File: src/rtl/rsr_pkg.sv
package rsr_pkg;
  localparam int unsigned RSR_DEFAULT_DEPTH = 64;

  typedef enum logic {
    MODE_LOOP = 1'b0,
    MODE_LOAD = 1'b1
  } rsr_mode_e;
endpackage

File: src/rtl/rsr_stage.sv
module rsr_stage (
  input  logic clk,
  input  logic rst_n,
  input  logic shift_en,
  input  logic is_tail,
  input  logic tail_d,
  input  logic next_d,
  output logic q
);
  always_ff @(posedge clk or negedge rst_n) begin
    if (!rst_n) begin
      q <= 1'b0;
    end else if (shift_en) begin
      q <= is_tail ? tail_d : next_d;
    end
  end
endmodule

File: src/rtl/rsr_tail_select.sv
module rsr_tail_select
  import rsr_pkg::*;
(
  input  logic load_mode,
  input  logic din,
  input  logic head_q,
  output logic tail_d
);
  rsr_mode_e mode;

  always_comb begin
    mode = rsr_mode_e'(load_mode);
    unique case (mode)
      MODE_LOAD: tail_d = din;
      default:   tail_d = head_q;
    endcase
  end
endmodule

File: src/rtl/rsr_pass_counter.sv
module rsr_pass_counter #(
  parameter int unsigned LEN_W = 6
) (
  input  logic             clk,
  input  logic             rst_n,
  input  logic             shift_en,
  input  logic [LEN_W-1:0] len_sel,
  output logic             pass_end
);
  logic [LEN_W-1:0] cnt_q;
  logic             last_bit;

  assign last_bit = (cnt_q >= len_sel);
  assign pass_end = shift_en && last_bit;

  always_ff @(posedge clk or negedge rst_n) begin
    if (!rst_n) begin
      cnt_q <= '0;
    end else if (shift_en) begin
      cnt_q <= last_bit ? '0 : cnt_q + 1'b1;
    end
  end

  // a pass end restarts the count
  a_r8_restart: assert property (@(posedge clk) disable iff (!rst_n)
    pass_end |=> (cnt_q == '0));

  // counter frozen without shift enable
  a_r7_cnt_hold: assert property (@(posedge clk) disable iff (!rst_n)
    !shift_en |=> $stable(cnt_q));
endmodule

File: src/rtl/recirc_shift_reg.sv
module recirc_shift_reg
  import rsr_pkg::*;
#(
  parameter int unsigned DEPTH = RSR_DEFAULT_DEPTH,
  parameter int unsigned LEN_W = $clog2(DEPTH)
) (
  input  logic             clk,
  input  logic             rst_n,
  input  logic             load_mode,
  input  logic             shift_en,
  input  logic             din,
  input  logic [LEN_W-1:0] len_sel,
  output logic             dout,
  output logic             pass_end
);
  localparam int unsigned LAST = DEPTH - 1;

  logic [DEPTH-1:0] stage_q;
  logic             tail_d;

  rsr_tail_select u_tail (
    .load_mode (load_mode),
    .din       (din),
    .head_q    (stage_q[0]),
    .tail_d    (tail_d)
  );

  for (genvar i = 0; i < DEPTH; i++) begin : g_stage
    logic next_d;
    if (i == LAST) begin : g_end
      assign next_d = 1'b0;
    end else begin : g_mid
      assign next_d = stage_q[i+1];
    end

    rsr_stage u_stage (
      .clk      (clk),
      .rst_n    (rst_n),
      .shift_en (shift_en),
      .is_tail  (len_sel == LEN_W'(i)),
      .tail_d   (tail_d),
      .next_d   (next_d),
      .q        (stage_q[i])
    );
  end

  rsr_pass_counter #(.LEN_W(LEN_W)) u_cnt (
    .clk      (clk),
    .rst_n    (rst_n),
    .shift_en (shift_en),
    .len_sel  (len_sel),
    .pass_end (pass_end)
  );

  assign dout = stage_q[0];

  // output frozen without shift enable
  a_r7_hold: assert property (@(posedge clk) disable iff (!rst_n)
    !shift_en |=> $stable(dout));

  // the bit in stage 1 advances to the output
  a_r2_advance: assert property (@(posedge clk) disable iff (!rst_n)
    (shift_en && len_sel != '0) |=> (dout == $past(stage_q[1])));

  // loaded bit lands in the tail stage
  a_r3_load_tail: assert property (@(posedge clk) disable iff (!rst_n)
    (shift_en && load_mode) |=> (stage_q[$past(len_sel)] == $past(din)));

  // a one-stage loop keeps its bit
  a_r5_single_loop: assert property (@(posedge clk) disable iff (!rst_n)
    (shift_en && !load_mode && len_sel == '0) |=> $stable(dout));

  // no pass marker without shift enable
  a_r7_no_marker: assert property (@(posedge clk) disable iff (!rst_n)
    !shift_en |-> !pass_end);
endmodule

File: config.mk
export PLATFORM = sky130hd
export DESIGN_NAME = recirc_shift_reg
export DESIGN_NICKNAME = d
export VERILOG_FILES = /design/src/rtl/rsr_pkg.sv /design/src/rtl/rsr_stage.sv /design/src/rtl/rsr_tail_select.sv /design/src/rtl/rsr_pass_counter.sv /design/src/rtl/recirc_shift_reg.sv
export SDC_FILE = /design/constraint.sdc
export NUM_CORES = 1
export LEC_CHECK = 0
export ABC_CLOCK_PERIOD_IN_PS = 1500
export BUFFER_PORTS_ARGS = -buffer_cell sky130_fd_sc_hd__buf_4
export CORE_MARGIN = 8
export CORE_UTILIZATION = 23
export DETAILED_ROUTE_END_ITERATION = 8
export GPL_TIMING_DRIVEN = 0
export PLACE_DENSITY = 0.5
export RECOVER_POWER = 100
export SETUP_SLACK_MARGIN = 0.5
export SYNTH_ARGS = -nofsm -noshare
export SYNTH_HDL_FRONTEND = slang
export SYNTH_SLANG_ARGS = --single-unit
File: constraint.sdc
create_clock -name clk -period 1.5 [get_ports clk]
set_input_delay 0.15 -clock clk [delete_from_list [all_inputs] [get_ports clk]]
set_output_delay 0.15 -clock clk [all_outputs]
set_load 0.005 [all_outputs]
==> key figures <==
Yosys
  – Synthesized area per cell: 10.3 um^2
  – Syn Inst Count: 385
  – Cell with the most instances after synthesis: dfrtp_1
  – Total of warnings raised by yosys: 0
  – Yosys top cell area share: 0.443
  – Commonest cells post-synth: 70 x dfrtp_1, 49 x a21oi_1, 41 x mux2_2, 40 x a31oi_1, 25 x nand2_1
  – Syn Std Cell Area: 3950 um^2
  – Sequential area share after synthesis: 0.443
  – Top cells by area, synth: dfrtp_1 44%, mux2_2 12%, a31oi_1 6.3%, a21oi_1 6.2%, mux2i_1 4.8%
  – Largest area contributor in the netlist: dfrtp_1
  – Syn Nets: 403
  – Ys flop type: dfrtp_1
  – Library cells used by synthesis: 37
  – Post-synth EDFFs: 0
  – Flops & latches, synth: 70
  – Asr flop ratio synth: 1.00

Layout
  – Final layout net count: 472
  – Layout overhead on the synthesized area: 50.8%
  – # fillers: 1685
  – # diodes: 0
  – Final instance area: 5960 um^2
  – Layout cell share with drive strength beyond 1: 0.428

GRT
  – GRT overflow: 0
  – First-pass GRT wire length: 18.7 mm
  – Largest net degree at the start of global routing: 71
  – Initial antenna violation count: 0
  – Vias in the first global route: 3364
  – GRT Resource Usage Total: 0.107

Floorplanning
  – Initial Util: 0.232
  – Rows: 48
  – Die area: 21600 um^2
  – Core Box Area: 17100 um^2
  – Die W: 147 um
  – Io pins: 13
  – Chip height: 147 um

CTS
  – Clock root cell: clkbuf_16
  – Reg clk slew, reported paths: 60 ps
  – Clock Path Buffers: 2
  – Number of CTS-inserted buffers: 9
  – Clock Sinks: 70
  – TritonCTS clock tree: done
  – CTS H-tree lvls: 3
  – Clock Latency Late Sink: 330 ps
  – Post-CTS Hold Buffers: 0

STA
  – Worst Max-Slew Pin Slew: 999 ps
  – Clock Skews: 6.20 ps
  – Final worst slack: -294 ps
  – Fin Hold WS: 9.84 ps
  – Fin. max-slew vios: 0
  – Minimum clock period: 1790 ps
  – RSZ-0062 raised after global routing: yes
  – Final period utilization: 1.20
  – Max frequency: 557 MHz
  – Setup TNS: -4180 ps
  – Slew HR: 0.334
  – # setup viols final: 51
  – Final Hold Vio Count: 0

Setup path
  – Worst Path Arrival: 1640 ps
  – CP max FO: 2
  – Setup crit start kind: flop
  – Required time of the worst setup path: 1350 ps
  – Setup crit start: u_cnt.cnt_q[0]$_DFFE_PN0P_
  – CP endpoint kind: output port
  – Worst r2r src: g_stage[0].u_stage.q$_DFFE_PN0P_
  – Crit Path Category: reg2out

Run status
  – Status: complete, but fails checks
  – Failing checks: negative setup slack

Route
  – Pre-Repair DR Iteration Count: 4
  – Initial DRC count: 180
  – Final ANT Viol Nets: 0
  – DR WL/cell: 17.3 um
  – Vias/cell: 4.89
  – Vias post-DR: 3339
  – DRC viols: 0
  – Routed WL: 11.8 mm

Placed design
  – Pre-CTS WS: -267 ps
  – Area post-placement: 4400 um^2
  – Placer Congestion: 0.795
  – Port Buf Inserts: 11
  – Dpl hpwl: 6.95 mm

Run
  – Max Cap Viol: 0

Pwr
  – LEAKAGE: 2.45 nW
  – Power per Cell Area: 1430 nW/um^2
  – VDD IR-drop max: 0.516 mV
  – Pwr Total: 8.49 mW

Min path
  – Worst hold path class: in2async
worst max-delay path, cell delays in order (launching register included):
cell and delay, ps:
dfrtp_1 380, inv_2 80, ha_4 190, nand2b_4 140, a21oi_4 140, o21ai_2 90, and2_1 160, buf_4 130
placed cells by master (no fill, tap or decap), drive strengths merged, types with 2 or more instances in the layout:
master    n
buf      72
dfrtp    70
a21oi    49
mux2     41
a31oi    40
clkbuf   30
nand2    25
nor2     23
o21ai    21
mux2i    20
ha        7
and4bb    6
inv       6
a21o      5
nand4b    4
nor4b     4
a311oi    4
nand4     3
clkinv    3
nand2b    3
nand3     2
o211ai    2
or2       2
nor2b     2
and2      2
o2111ai   2
cell type report:
class	count	area, um^2	share of cell area
sequential	70	1750	0.294
tap	225	282	0.0473
inverter	7	27.5	0.00462
timing repair buffer	58	631	0.106
buffer	34	258	0.0433
multi-input combinational	274	2720	0.456
clock buffer	11	243	0.0407
clock inverter	4	47.5	0.00798
worst paths after layout:
kind	slack, ps	to	depth (start not counted)
worst max-delay path	-290	pass_end	7
worst min-delay path	10	g_stage[36].u_stage.q$_DFFE_PN0P_	1
worst max register to register	-170	g_stage[10].u_stage.q$_DFFE_PN0P_	6
worst min register to register	480	g_stage[48].u_stage.q$_DFFE_PN0P_	1
max in group asynchronous	850	g_stage[10].u_stage.q$_DFFE_PN0P_	1
min in group clk	310	g_stage[63].u_stage.q$_DFFE_PN0P_	3
registers in the layout, indices dropped and copies added, names as in the netlist:
register / cells
g_stage.u_stage.q: 64
u_cnt.cnt_q: 6
cells by family (layout without fill, tap and decap cells):
family / count (synthesis) / in the layout / synth area share
XOR/XNOR: 2 / 2 / 0.00444
multiplexers: 61 / 61 / 0.169
buffers and inverters: 41 / 114 / 0.0497
flip-flops: 70 / 70 / 0.443
AO/OA/AOI/OAI: 127 / 127 / 0.187
adder cells (fa/ha/maj): 7 / 7 / 0.0222
AND/OR/NAND/NOR: 77 / 77 / 0.124
through the flow:
stage	instances	util
3_3_place_gp	621	0.258
5_1_grt	683	0.349
3_5_place_dp	621	0.258
4_1_cts	665	0.322
6_report	683	0.349
2_1_floorplan	385	-
report_power, final:
group / total, mW / leakage, nW / switching, mW / internal (mW)
Combinational: 3.60 / 1.38 / 1.55 / 2.04
Clock: 2.10 / 0.141 / 0.785 / 1.32
Sequential: 2.80 / 0.931 / 0.350 / 2.45
layer usage:
metal / routed length, um / GRT usage
met1: 5350 / 0.139
met2: 5850 / 0.169
met3: 372 / 0.0169
met4: 248 / 0.0530
met5: 0 / 0
repair_timing:
action,4_1_cts,5_1_grt
gates resized for setup,80,42
endpoints found under the setup margin,72,72
gates cloned,6,0
buffers inserted,23,18
pin swaps,12,9
(Power assumes the default switching activity.)
